**src/rtl/adbus_pkg.sv**
```systemverilog
package adbus_pkg;

  typedef enum logic [2:0] {
    PH_IDLE = 3'd0,
    PH_P1   = 3'd1,
    PH_P2   = 3'd2,
    PH_P3   = 3'd3,
    PH_P4   = 3'd4
  } phase_t;

  // Strobes from control to datapath
  typedef struct packed {
    logic load;       // capture request fields
    logic ale;        // address latch enable
    logic oeN;        // memory output enable, active low
    logic wrN;        // write strobe, active low
    logic busDrive;   // enable bus driver
    logic selData;    // 1: drive write data, 0: drive address
    logic rdCapture;  // sample returned word
    logic doneSet;    // raise completion next clock
  } strobe_t;

endpackage

```
**src/rtl/adbus_ctrl_fsm.sv**
```systemverilog
module adbus_ctrl_fsm
  import adbus_pkg::*;
(
  input  logic    clk,
  input  logic    rstN,
  input  logic    reqValid,
  input  logic    reqWrite,
  output logic    reqReady,
  output strobe_t stb
);

  phase_t phase;
  logic   isWrite;

  always_ff @(posedge clk) begin
    if (!rstN) begin
      phase   <= PH_IDLE;
      isWrite <= 1'b0;
    end else begin
      unique case (phase)
        PH_IDLE: if (reqValid) begin
          phase   <= PH_P1;
          isWrite <= reqWrite;
        end
        PH_P1:   phase <= PH_P2;
        PH_P2:   phase <= PH_P3;
        PH_P3:   phase <= PH_P4;
        PH_P4:   phase <= PH_IDLE;
        default: phase <= PH_IDLE;
      endcase
    end
  end

  always_comb begin
    stb = '{load: 1'b0, ale: 1'b0, oeN: 1'b1, wrN: 1'b1, busDrive: 1'b0,
            selData: 1'b0, rdCapture: 1'b0, doneSet: 1'b0};
    reqReady = (phase == PH_IDLE);
    unique case (phase)
      PH_IDLE: stb.load = reqValid;
      PH_P1: begin
        stb.ale      = 1'b1;
        stb.busDrive = 1'b1;
      end
      PH_P2: stb.busDrive = isWrite;  // read: turnaround phase
      PH_P3, PH_P4: begin
        if (isWrite) begin
          stb.busDrive = 1'b1;
          stb.selData  = 1'b1;
          stb.wrN      = 1'b0;
        end else begin
          stb.oeN = 1'b0;
        end
        if (phase == PH_P4) begin
          stb.rdCapture = !isWrite;
          stb.doneSet   = 1'b1;
        end
      end
      default: ;
    endcase
  end

endmodule

```
**src/rtl/adbus_datapath.sv**
```systemverilog
module adbus_datapath
  import adbus_pkg::*;
#(
  parameter int DATA_W = 16
) (
  input  logic              clk,
  input  logic              rstN,
  input  strobe_t           stb,
  input  logic [DATA_W-1:0] reqAddr,
  input  logic [DATA_W-1:0] reqWdata,
  input  logic              extMode,
  input  logic [DATA_W-1:0] intLimit,
  input  logic [DATA_W-1:0] intRdata,
  input  logic [DATA_W-1:0] busIn,
  output logic [DATA_W-1:0] busOut,
  output logic              busOe,
  output logic              aleOut,
  output logic              oeN,
  output logic              wrN,
  output logic [DATA_W-1:0] rdData,
  output logic              doneOut
);

  logic [DATA_W-1:0] addrQ;
  logic [DATA_W-1:0] wdataQ;
  logic              extQ;

  always_ff @(posedge clk) begin
    if (!rstN) begin
      addrQ   <= '0;
      wdataQ  <= '0;
      extQ    <= 1'b1;
      rdData  <= '0;
      doneOut <= 1'b0;
    end else begin
      if (stb.load) begin
        addrQ  <= reqAddr;
        wdataQ <= reqWdata;
        extQ   <= !extMode || (reqAddr > intLimit);
      end
      if (stb.rdCapture) rdData <= extQ ? busIn : intRdata;
      doneOut <= stb.doneSet;
    end
  end

  assign busOut = stb.selData ? wdataQ : addrQ;
  assign busOe  = stb.busDrive;
  assign aleOut = stb.ale;
  assign oeN    = stb.oeN;
  assign wrN    = stb.wrN;

endmodule

```
**src/rtl/adbus_ctrl.sv**
```systemverilog
module adbus_ctrl
  import adbus_pkg::*;
#(
  parameter int DATA_W = 16
) (
  input  logic              clk,
  input  logic              rstN,
  input  logic              reqValid,
  input  logic              reqWrite,
  input  logic [DATA_W-1:0] reqAddr,
  input  logic [DATA_W-1:0] reqWdata,
  output logic              reqReady,
  input  logic              extMode,
  input  logic [DATA_W-1:0] intLimit,
  input  logic [DATA_W-1:0] intRdata,
  output logic [DATA_W-1:0] rdData,
  output logic              doneOut,
  input  logic [DATA_W-1:0] busIn,
  output logic [DATA_W-1:0] busOut,
  output logic              busOe,
  output logic              aleOut,
  output logic              oeN,
  output logic              wrN
);

  strobe_t stb;

  adbus_ctrl_fsm u_ctrl (
    .clk(clk), .rstN(rstN), .reqValid(reqValid), .reqWrite(reqWrite),
    .reqReady(reqReady), .stb(stb)
  );

  adbus_datapath #(.DATA_W(DATA_W)) u_dp (
    .clk(clk), .rstN(rstN), .stb(stb), .reqAddr(reqAddr), .reqWdata(reqWdata),
    .extMode(extMode), .intLimit(intLimit), .intRdata(intRdata), .busIn(busIn),
    .busOut(busOut), .busOe(busOe), .aleOut(aleOut), .oeN(oeN), .wrN(wrN),
    .rdData(rdData), .doneOut(doneOut)
  );

  p_idle_quiet_r1: assert property (@(posedge clk) disable iff (!rstN)
    reqReady |-> (!aleOut && oeN && wrN && !busOe));

  p_accept_starts_r2: assert property (@(posedge clk) disable iff (!rstN)
    (reqReady && reqValid) |=> aleOut);

  p_ale_single_r3: assert property (@(posedge clk) disable iff (!rstN)
    aleOut |=> !aleOut);

  p_strobe_excl_r5: assert property (@(posedge clk) disable iff (!rstN)
    !(!oeN && !wrN));

  p_done_pulse_r7: assert property (@(posedge clk) disable iff (!rstN)
    doneOut |=> !doneOut);

  p_no_contention_r9: assert property (@(posedge clk) disable iff (!rstN)
    !oeN |-> !busOe);

  p_busy_r10: assert property (@(posedge clk) disable iff (!rstN)
    aleOut |-> !reqReady);

endmodule

```
**config.mk**
```make
export PLATFORM = sky130hd
export DESIGN_NAME = adbus_ctrl
export DESIGN_NICKNAME = d
export VERILOG_FILES = /design/src/rtl/adbus_pkg.sv /design/src/rtl/adbus_ctrl_fsm.sv /design/src/rtl/adbus_datapath.sv /design/src/rtl/adbus_ctrl.sv
export SDC_FILE = /design/constraint.sdc
export NUM_CORES = 1
export LEC_CHECK = 0
export BUFFER_PORTS_ARGS = -buffer_cell sky130_fd_sc_hd__buf_2
export CAP_MARGIN = 15
export CELL_PAD_IN_SITES_DETAIL_PLACEMENT = 0
export CELL_PAD_IN_SITES_GLOBAL_PLACEMENT = 2
export CORE_UTILIZATION = 28
export DETAILED_ROUTE_END_ITERATION = 8
export PLACE_DENSITY_LB_ADDON = 0.1
export SYNTH_ARGS = -nofsm -noshare
export SYNTH_HDL_FRONTEND = slang
export SYNTH_SLANG_ARGS = --single-unit
```
**constraint.sdc**
```tcl
create_clock -name clk -period 3.85 [get_ports clk]
set_input_delay 0.77 -clock clk [delete_from_list [all_inputs] [get_ports clk]]
set_output_delay 0.77 -clock clk [all_outputs]
set_load 0.05 [all_outputs]
```
Word-level counts from Yosys, hierarchy flattened
Cells that the tools add are included.
- register bits after elaboration: 54
- input bits: 85
- output and inout port bits: 38
- logic and storage cells: 32
- order comparisons: 1
- eq/ne operators: 5
- multiplexer cells: 12
- reductions and logical operators: 7
- operators by type and width (cell ; count):
    $mux 16 ; 2
    $gt 16x16->1 ; 1
    $pmux 3 s4 ; 1
    $mux 3 ; 3
    $eq 3x2->1 const B ; 2
    $mux 2 ; 2
    $reduce_and 2->1 ; 2
    $eq 3x1->1 const B ; 1
    $eq 3x3->1 const B ; 1
    $logic_not 3->1 ; 1
    $mux 1 ; 3
    $pmux 1 s3 ; 1
    $logic_not 1->1 ; 2
    $ne 2x2->1 const B ; 1
    $reduce_or 2->1 ; 1
    $logic_or 1x1->1 ; 1

Depth between registers and ports, before layout
Gate-level depths: netlist (run 1).
- depth after elaboration: 4
- depth in mapped cells: 6
- gate-level depth less buffers: 6

By module
Synthesis (run 1) repeated with hierarchy kept, for this count alone.
- cell total of the unflattened synthesis: 287
- area total of the unflattened synthesis: 2886.5 um^2
- modules (own cells, without submodules) (module ; times used ; cells an instance ; area each (um^2) ; seq. area each (um^2)):
    adbus_datapath ; 1 ; 257 ; 2620.0 ; 1001.0
    adbus_ctrl_fsm ; 1 ; 30 ; 266.5 ; 80.1

Worst setup path after synthesis (run 1)
Ideal clock, no wire load.
- path kind: register to register
- start point: register u_ctrl.phase[2]
- end point: register u_dp.addrQ[3]
- library setup time: 0.133 ns
- arrival: 2.315 ns
- data required time: 3.717 ns
- setup slack: 1.402 ns
- cell stages (with the launch flop): 7
- path buffers: 2
- clock period less this slack: 2.448 ns
- cell sequence: dfxtp_1 > buf_4 > nor3_1 > nand2_1 > clkbuf_1 > nand2_1 > a21oi_1
- cells in the longest elaborated chain, start to end: 2
- RTL lines (item ; line ; RTL):
    from (decl) ; adbus_ctrl_fsm.sv:12 ; phase_t phase;
    from (signal assigned) ; adbus_ctrl_fsm.sv:17 ; phase <= PH_IDLE;
    from (signal assigned) ; adbus_ctrl_fsm.sv:22 ; phase <= PH_P1;
    from (signal assigned) ; adbus_ctrl_fsm.sv:25 ; PH_P1: phase <= PH_P2;
    $logic_not 3->1 ; - ;
    net reqReady ; adbus_ctrl.sv:12 ; output logic reqReady,
    $mux 1 ; adbus_ctrl_fsm.sv:38 ; unique case (phase)
    to (signal assigned) ; adbus_datapath.sv:37 ; addrQ <= reqAddr;
    to (decl) ; adbus_datapath.sv:24 ; logic [DATA_W-1:0] addrQ;
The timed path passes the listed nets, and every way through them passes these cells.
A chain may end at the register's enable or synchronous reset.

Worst setup path after layout (run 1)
- start point: register u_ctrl.phase[2]
- end point: output port busOut[14]
- cells in the longest elaborated chain, start to end: 4
- elaborated cells between the ends (all ways): 5
- classes of those cells: 2 x eq/ne; 2 x mux; 1 x reduce/logical
- RTL lines (item ; line ; RTL):
    $eq 3x2->1 / $eq 3x3->1 (equally long branches) ; adbus_ctrl_fsm.sv:38 ;
    $reduce_or 2->1 * ; adbus_ctrl_fsm.sv:38 ;
    $mux 3 * ; adbus_ctrl_fsm.sv:38 ;
    $mux 16 * ; adbus_datapath.sv:46 ; assign busOut = stb.selData ? wdataQ : addrQ;
    to (decl) ; adbus_ctrl.sv:19 ; output logic [DATA_W-1:0] busOut,
Mark *: on every way between the ends. The rest lies on a longest branch, timed or not.

==> results of run 1 <==
-- worst max path at each step --
stage	cells past startpoint	to	slack, ps	start
finish	5	busOut[14]	930	u_ctrl.phase[2]$_SDFFE_PN0P_
detailed placement	5	busOut[14]	1240	u_ctrl.phase[2]$_SDFFE_PN0P_
CTS	5	busOut[14]	890	u_ctrl.phase[2]$_SDFFE_PN0P_
global placement	5	busOut[12]	1270	u_ctrl.phase[2]$_SDFFE_PN0P_
floorplan	6	u_dp.addrQ[3]$_SDFFE_PN0P_	1400	u_ctrl.phase[2]$_SDFFE_PN0P_
global route	5	busOut[11]	800	u_ctrl.phase[2]$_SDFFE_PN0P_
-- worst max-delay path: stages, from the launching register on --
cell     delay, ps
dfxtp_1        510
or3b_4         450
o21ai_2        100
nand2_4        220
mux2_4         350
buf_2          210
-- through the flow --
step	power, mW	instances	hold WS [ps]
floorplan	0.865	316	433
global placement	0.965	550	441
detailed placement	0.967	550	446
CTS	1.37	557	461
global route	1.42	558	477
finish	1.34	558	458
-- cell usage in the layout (no fill, tap or decap), drive strengths merged, types with 2 or more instances in the layout --
cell    netlist  final
nand3         2      2
a21oi        39     39
a21o          2      2
nor2         21     21
o21ai         3      3
ha           16     16
mux2i        17     17
mux2         16     16
inv          18     17
dfxtp        54     54
clkbuf       11      6
a211oi       16     16
nand4         4      4
buf           9    126
nand2        71     71
nor3          2      2
-- sequential cells by signal (all words and copies together) (netlist names) --
register and cells:
u_ctrl.isWrite 1, u_dp.wdataQ 16, u_ctrl.phase 3, u_dp.doneOut 1
u_dp.rdData 16, u_dp.addrQ 16, u_dp.extQ 1
-- power breakdown --
group / switching [mW] / internal, mW / total (mW)
combinational: 0.194 / 0.126 / 0.321
clock: 0.186 / 0.209 / 0.394
sequential: 0.0345 / 0.593 / 0.627
total: 0.415 / 0.928 / 1.34
-- layer usage --
metal | track usage | share of wire | vias up | wire, um
li1 | - | - | 1307 | -
met5 | 0 | 0 | - | 0
met4 | 0.0368 | 0.0094 | 0 | 66
met3 | 0.0458 | 0.074 | 5 | 520
met1 | 0.174 | 0.46 | 1063 | 3240
met2 | 0.232 | 0.45 | 81 | 3180
-- logic make-up (layout without fill, tap and decap cells) --
group	after synthesis	in the layout	synth area share
simple gates	107	107	0.172
compound gates	67	67	0.150
flops	54	54	0.397
buf+inv	38	151	0.0638
mux	33	33	0.141
fa+ha+maj	16	16	0.0735
xor+xnor	1	1	0.00322
-- cell type report --
type                       instances  area share
timing repair buffer             126       0.183
tap                              129      0.0456
inverter                          18      0.0191
sequential                        54       0.305
clock buffer                       6      0.0233
clock inverter                     1     0.00848
multi-input combinational        224       0.415
==> flow_metrics.env, run 1 <==
export IMPL_status="finished clean"
export IMPL_slew_headroom=0.385
export IMPL_die_w_um=101
export IMPL_gp_congestion=0.690
export IMPL_path_clk_slew_ps=100
export IMPL_required_ps=3080
export IMPL_ys_ff_latch=54
export IMPL_fillers=998
export IMPL_leakagePower_nw=1.77
export IMPL_route_detailed_drc=0
export IMPL_fin_nets=530
export IMPL_htree_levels=2
export IMPL_fmax_ghz=0.342
export IMPL_first_pass_iters=4
export IMPL_startpoint_type="flop"
export IMPL_vdd_drop_max_mv=0.131
export IMPL_crit_type="flop to primary output"
export IMPL_dp_slack_ps=1240
export IMPL_cts_made_buffers=5
export IMPL_yosysTopAreaCell="dfxtp_1"
export IMPL_r2r_slack_ps=2030
export IMPL_rsz0062_at_grt="false"
export IMPL_area_growth_pct=29.9
export IMPL_routed_wl_mm=7.00
export IMPL_drt_initial_drc_count=50
export IMPL_post_cts_buffers=0
export IMPL_detail_route_antenna_nets=0
export IMPL_crit_arrival_ps=2150
export IMPL_place_detailed_hpwl_mm=5.12
export IMPL_multi_input_area_sq_mm=0.00147
export IMPL_regArea_sq_mm=0.00108
export IMPL_port_buffers=122
export IMPL_final_core_util=0.379
export IMPL_cts_tree="done"
export IMPL_fp_dieArea_sq_mm=0.0101
export IMPL_setup_ws_ps=930
export IMPL_cp_max_fo=17
export IMPL_finalHoldViolations=0
export IMPL_finalCriticalPeriod_ps=2920
export IMPL_fin_tns_setup_ps=0
export IMPL_placed_cell_area_sq_mm=0.00341
export IMPL_track_usage=0.140
export IMPL_grt_pass1_wl_mm=11.1
export IMPL_die_y_um=101
export IMPL_clock_sinks=54
export IMPL_rr_startpoint="u_ctrl.phase[2]$_SDFFE_PN0P_"
export IMPL_synth_ff_type="dfxtp_1"
export IMPL_critPathCaptureType="primary output"
export IMPL_synth_edf_count=0
export IMPL_syn_area_sq_mm=0.00272
export IMPL_avgRoutedWirePerCell_um=12.6
export IMPL_layout_drive_gt1_share=0.359
export IMPL_synth_top_area_share=0.397
export IMPL_grt_ovfl_total=0
export IMPL_skew_ps=6.24
export IMPL_ys_seq_area_frac=0.397
export IMPL_hold_buffers=0
export IMPL_syn_nets=417
export IMPL_hold_path_class="flop to flop"
export IMPL_core_area_sq_mm=0.00933
export IMPL_cts_resized=0
export IMPL_drv_cap=0
export IMPL_p_per_area_mw_per_mm2=379
export IMPL_min_from="u_dp.wdataQ[13]$_SDFFE_PN0P_"
export IMPL_syn_area_per_cell_sq_um=8.62
export IMPL_period_share=0.759
export IMPL_grt_pass1_vias=2329
export IMPL_design_area_sq_mm=0.00354
export IMPL_slew_violations=0
export IMPL_grt_max_degree=36
export IMPL_ys_types=37
export IMPL_clk_latency_ps=300
export IMPL_vias=2456
export IMPL_cts_buffer_depth=2
export IMPL_synthArstFlopShare=0
export IMPL_synthTopCellsByArea="dfxtp_1 40%, nand2_1 9.6%, ha_1 7.3%"
export IMPL_worstReg2RegEnd="u_dp.rdData[0]$_SDFFE_PN0P_"
export IMPL_viasPerCell=4.40
export IMPL_reg2reg_depth=5
export IMPL_io_pins=123
export IMPL_tightest_slew_ps=922
export IMPL_synthTopCellsByCount="70 x nand2_1, 54 x dfxtp_1, 39 x a21oi_1, 20 x nor2_1, 18 x inv_1"
export IMPL_initial_core_util=0.292
export IMPL_rows=35
export IMPL_yosysMostFrequentCell="nand2_1"
export IMPL_diodes=0
export IMPL_setup_viol=0
export IMPL_netlist_instances=316
export IMPL_antenna_found_initial=0
export IMPL_ctsRootBufferMaster="clkbuf_8"
export IMPL_yosysWarnings=0
export IMPL_whs_path_depth=2
export IMPL_min_delay_worst_endpoint="u_dp.wdataQ[13]$_SDFFE_PN0P_"
Power figures use the tool's default switching activity.
==> inputs of run 2 (changes only) <==
- CORE_UTILIZATION: 28 -> 26
- clock period: 3.85 -> 2.9 ns (I/O delays scaled with it)
==> run 2 against run 1 <==
  * Clock power grew 12%
  * Total power grew 27%
  * Final cell count grew 1.6%
  * First-iteration DRC count shrank 22%
  * Sequential cell count is the same
==> flow_metrics.env, run 2 (synthesis results as in run 1) <==
export IMPL_crit_type="flop to primary output"
export IMPL_routed_wl_mm=7.23
export IMPL_detail_route_antenna_nets=0
export IMPL_cp_max_fo=17
export IMPL_place_detailed_hpwl_mm=5.48
export IMPL_io_pins=123
export IMPL_fin_tns_setup_ps=0
export IMPL_cts_made_buffers=5
export IMPL_fmax_ghz=0.366
export IMPL_critPathCaptureType="primary output"
export IMPL_finalHoldViolations=0
export IMPL_core_area_sq_mm=0.00995
export IMPL_leakagePower_nw=1.77
export IMPL_clock_sinks=54
export IMPL_drt_initial_drc_count=39
export IMPL_switching_share=0.324
export IMPL_period_share=0.943
export IMPL_crit_arrival_ps=2160
export IMPL_tightest_slew_ps=420
export IMPL_track_usage=0.136
export IMPL_rsz0062_at_grt="false"
export IMPL_die_y_um=104
export IMPL_slew_headroom=0.720
export IMPL_vias=2466
export IMPL_grt_pass1_vias=2452
export IMPL_hold_ws_ps=456
export IMPL_setup_viol=0
export IMPL_startpoint_type="flop"
export IMPL_slew_violations=0
export IMPL_power_mw=1.71
export IMPL_power_frac_seq=0.480
export IMPL_first_pass_iters=4
export IMPL_final_cells=567
export IMPL_path_cells="or3b_4 > o21ai_2 > nand2_4 > mux2_4 > buf_2"
export IMPL_drv_cap=0
export IMPL_vdd_drop_max_mv=0.175
export IMPL_initial_core_util=0.274
export IMPL_viasPerCell=4.35
export IMPL_p_switching_mw=0.553
export IMPL_post_cts_buffers=0
export IMPL_required_ps=2320
export IMPL_combPwrFrac=0.262
export IMPL_place_inst=558
export IMPL_area_growth_pct=30.0
export IMPL_grt_pass1_wl_mm=11.8
export IMPL_hold_path_class="flop to flop"
export IMPL_rows=36
export IMPL_ctsRootBufferMaster="clkbuf_8"
export IMPL_crit_family="simple AND/OR/NAND/NOR gates"
export IMPL_slowest_stage="dfxtp_1"
export IMPL_critPathBufInv=1
export IMPL_finalCriticalPeriod_ps=2740
export IMPL_route_detailed_drc=0
export IMPL_path_clk_slew_ps=100
export IMPL_grt_max_degree=36
export IMPL_final_common_cell="buf_2"
export IMPL_grt_ovfl_total=0
export IMPL_cts_tree="done"
export IMPL_cts_buffer_depth=2
export IMPL_p_int_mw=1.15
export IMPL_port_buffers=122
export IMPL_htree_levels=2
export IMPL_antenna_found_initial=1
export IMPL_reg_largest_list="u_dp.addrQ x16, u_dp.rdData x16, u_dp.wdataQ x16"
export IMPL_status="finished clean"
export IMPL_avgRoutedWirePerCell_um=12.7
export IMPL_cts_resized=0
export IMPL_clockPowerShare=0.258
export IMPL_final_cell_mix="122 x buf_2, 70 x nand2_1, 54 x dfxtp_1"
export IMPL_die_w_um=104
export IMPL_layout_drive_gt1_share=0.363
export IMPL_fin_nets=533
export IMPL_clk_latency_ps=310
export IMPL_p_per_area_mw_per_mm2=482
export IMPL_cp_slowest_stage_delay_ps=510
export IMPL_gp_congestion=0.721
export IMPL_skew_ps=11.7
export IMPL_hold_buffers=0
export IMPL_fp_dieArea_sq_mm=0.0109
-- run 2: power by group through the flow --
stage,Sequential [mW],Combinational (mW),Clock (mW)
after floorplan,0.836,0.313,0
after global placement,0.836,0.454,0
after detailed placement,0.837,0.456,0
after CTS,0.819,0.457,0.471
after global routing,0.825,0.497,0.497
final,0.818,0.447,0.440
-- run 2: worst paths after layout --
kind	from	endpoint	slack, ps	cells after the start
min reg2reg	u_dp.wdataQ[7]$_SDFFE_PN0P_	u_dp.wdataQ[7]$_SDFFE_PN0P_	460	2
min	u_dp.wdataQ[7]$_SDFFE_PN0P_	u_dp.wdataQ[7]$_SDFFE_PN0P_	460	2
max reg2reg	u_ctrl.phase[2]$_SDFFE_PN0P_	u_dp.rdData[9]$_SDFFE_PN0P_	1170	5
max	u_ctrl.phase[2]$_SDFFE_PN0P_	busOut[12]	160	5
-- run 2: worst reg2reg max path, delay by kind of cell (launching register included) --
kind / cells / cell delay (ps)
buffers and inverters: 1 / 300
AND/OR/NAND/NOR: 3 / 630
AO/OA/AOI/OAI: 1 / 210
flip-flops: 1 / 510
-- run 2: per-layer routing --
layer / vias up / global-route usage / wire length [um]
met4: 2 / 0.0337 / 74
li1: 1311 / - / -
met1: 1060 / 0.166 / 3320
met5: - / 0 / 12
met3: 8 / 0.0439 / 556
met2: 85 / 0.230 / 3270
-- run 2: area by class of cell --
class | count | area (sq um)
Antenna cell | 1 | 2.50
Sequential cell | 54 | 1080
Inverter | 18 | 67.6
Fill cell | 1078 | 6410
Tap cell | 133 | 166
Clock inverter | 1 | 5.00
Clock buffer | 7 | 86.3
Timing Repair Buffer | 129 | 663
Multi-Input combinational cell | 224 | 1470
-- run 2: per-stage QoR --
stage | util | setup slack [ps] | instance area [sq um]
CTS | 0.355 | 115 | 3540
detailed placement | 0.346 | 477 | 3450
floorplan | - | 452 | 2720
finish | 0.356 | 164 | 3540
global route | 0.355 | 45.9 | 3540
global placement | 0.346 | 505 | 3450
==> inputs of run 3 (changes only) <==
- CORE_UTILIZATION: 26 -> 28
- GPL_TIMING_DRIVEN: not set -> 1
- SYNTH_HIERARCHICAL: not set -> 1
- TNS_END_PERCENT: not set -> 50
==> run 3 against run 2 <==
  * Total power grew 0.61%
  * Clock-buffer cell count is the same
  * Combinational power shrank 3%
  * Clock power grew 3%
  * Critical path depth grew 1
  * Synthesized cell count shrank 9.2%
  * First-iteration DRC count grew 10%
  * Sequential cell count is the same
  * Routed wire length shrank 3.2%
  * Largest cell class unchanged
==> flow_metrics.env, run 3 <==
export IMPL_rsz0062_at_grt="false"
export IMPL_fillers=1050
export IMPL_synthTopCellsByArea="dfxtp_1 37%, mux2i_1 17%, nor2b_1 8.0%"
export IMPL_required_ps=2320
export IMPL_status="finished clean"
export IMPL_synth_edf_count=0
export IMPL_ys_ff_latch=54
export IMPL_cts_buffer_depth=2
export IMPL_die_y_um=104
export IMPL_cts_resized=0
export IMPL_htree_levels=2
export IMPL_layout_drive_gt1_share=0.393
export IMPL_area_growth_pct=27.4
export IMPL_vias=2316
export IMPL_leakagePower_nw=1.95
export IMPL_port_buffers=122
export IMPL_rr_startpoint="u_ctrl/phase[1]$_SDFFE_PN0P_"
export IMPL_final_common_cell="buf_2"
export IMPL_post_cts_buffers=0
export IMPL_finalCriticalPeriod_ps=2740
export IMPL_skew_ps=9.26
export IMPL_path_clk_slew_ps=100
export IMPL_clk_latency_ps=300
export IMPL_critPathBufInv=2
export IMPL_finalHoldViolations=0
export IMPL_yosysWarnings=6
export IMPL_synthArstFlopShare=0
export IMPL_io_pins=123
export IMPL_min_from="u_dp/rdData[14]$_SDFFE_PN0P_"
export IMPL_fp_dieArea_sq_mm=0.0107
export IMPL_slew_violations=0
export IMPL_syn_nets=388
export IMPL_power_mw=1.72
export IMPL_reg2reg_depth=4
export IMPL_antenna_found_initial=1
export IMPL_place_detailed_hpwl_mm=5.12
export IMPL_grt_use_met1=0.171
export IMPL_netlist_instances=287
export IMPL_grt_max_degree=38
export IMPL_worstReg2RegEnd="u_dp/extQ$_SDFFE_PN1P_"
export IMPL_fin_tns_setup_ps=0
export IMPL_yosysMostFrequentCell="dfxtp_1"
export IMPL_track_usage=0.132
export IMPL_critPathCaptureType="primary output"
export IMPL_reg_largest_list="u_dp/addrQ x16, u_dp/rdData x16, u_dp/wdataQ x16"
export IMPL_startpoint_type="flop"
export IMPL_ys_seq_area_frac=0.375
export IMPL_min_delay_worst_endpoint="u_dp/rdData[14]$_SDFFE_PN0P_"
export IMPL_detail_route_antenna_nets=0
export IMPL_fin_nets=499
export IMPL_syn_area_per_cell_sq_um=10.1
export IMPL_gp_congestion=0.655
export IMPL_p_per_area_mw_per_mm2=467
export IMPL_drv_cap=0
export IMPL_grt_pass1_vias=2299
export IMPL_synthTopCellsByCount="54 x dfxtp_1, 48 x mux2i_1, 37 x nor2b_1, 22 x nand2_1"
export IMPL_ctsRootBufferMaster="clkbuf_8"
export IMPL_grt_use_met2=0.211
export IMPL_syn_area_sq_mm=0.00289
export IMPL_clock_sinks=54
export IMPL_cts_made_buffers=5
export IMPL_hold_path_class="flop to flop"
export IMPL_crit_type="flop to primary output"
export IMPL_hold_buffers=0
export IMPL_die_w_um=104
export IMPL_vdd_drop_max_mv=0.228
export IMPL_grt_busiest_layer="met2"
export IMPL_avgRoutedWirePerCell_um=13.1
export IMPL_route_detailed_drc=0
export IMPL_drt_initial_drc_count=43
export IMPL_crit_family="simple AND/OR/NAND/NOR gates"
export IMPL_crit_arrival_ps=2160
export IMPL_cp_slowest_stage_delay_ps=480
export IMPL_final_cell_mix="122 x buf_2, 53 x dfxtp_1, 48 x mux2i_1"
export IMPL_cts_tree="done"
export IMPL_setup_viol=0
export IMPL_initial_core_util=0.293
export IMPL_ys_types=34
export IMPL_tightest_slew_ps=1010
export IMPL_rows=36
export IMPL_grt_ovfl_total=0
export IMPL_path_cells="nor3b_4 > a21o_2 > and2_1 > buf_12 > mux2_2 > buf_2"
export IMPL_viasPerCell=4.35
export IMPL_yosysTopAreaCell="dfxtp_1"
export IMPL_r2r_slack_ps=1120
export IMPL_first_pass_iters=4
export IMPL_synth_top_area_share=0.375
export IMPL_grt_pass1_wl_mm=11.4
export IMPL_use_met3=0.0441
export IMPL_whs_path_depth=1
export IMPL_synth_ff_type="dfxtp_1"
export IMPL_period_share=0.945
export IMPL_core_area_sq_mm=0.00986
export IMPL_fmax_ghz=0.365
export IMPL_cp_max_fo=14
export IMPL_routed_wl_mm=7.00
export IMPL_slowest_stage="dfxtp_1"
export IMPL_slew_headroom=0.327
-- run 3: cells by family (layout without fill, tap and decap cells) --
group / count (synthesis) / count (layout) / share of synthesized area
compound gates: 36 / 36 / 0.0997
xor+xnor: 1 / 1 / 0.00303
fa+ha+maj: 16 / 16 / 0.0694
buf+inv: 38 / 150 / 0.0659
flops: 54 / 54 / 0.375
mux: 64 / 64 / 0.229
other cells: 0 / 1 / 0
simple gates: 78 / 78 / 0.159
-- run 3: report_power, final --
part,switching (mW),internal (mW),leakage (nW)
clock,0.255,0.198,0.0489
combinational,0.246,0.186,1.46
sequential,0.0419,0.788,0.441
-- run 3: worst max path at each step --
stage,start,end,cells after the start
2_1_floorplan,u_ctrl/phase[0]$_SDFFE_PN0P_,busOut[10],7
3_3_place_gp,u_ctrl/phase[0]$_SDFFE_PN0P_,busOut[1],6
3_5_place_dp,u_ctrl/phase[0]$_SDFFE_PN0P_,busOut[15],6
4_1_cts,u_ctrl/phase[0]$_SDFFE_PN0P_,busOut[4],6
5_1_grt,u_ctrl/phase[0]$_SDFFE_PN0P_,busOut[4],6
6_report,u_ctrl/phase[2]$_SDFFE_PN0P_,busOut[4],6
-- run 3: area by class of cell --
type,instances,area (sq um),area share
Antenna cell,1,2.50,0.000681
Inverter,16,60.1,0.0163
Sequential cell,54,1080,0.294
Tap cell,133,166,0.0453
Timing Repair Buffer,126,653,0.178
Clock inverter,1,8.76,0.00238
Clock buffer,7,86.3,0.0235
Multi-Input combinational cell,195,1620,0.440
-- run 3: layer usage --
metal	vias to the layer above	wire (um)
li1	1211	-
met1	1012	3380
met3	4	590
met2	89	2980
met5	-	0
met4	0	51
-- run 3: through the flow --
| step | cell area [sq um] | cells | hold WS [ps] | setup slack [ps] | utilization |
|---|---|---|---|---|---|
| after floorplan | 2890 | 287 | 477 | 591 | - |
| after global placement | 3580 | 524 | 455 | 428 | 0.363 |
| after detailed placement | 3580 | 524 | 464 | 396 | 0.363 |
| after CTS | 3670 | 532 | 490 | 18.3 | 0.372 |
| after global routing | 3670 | 532 | 502 | 31.2 | 0.373 |
| final | 3680 | 533 | 484 | 160 | 0.373 |
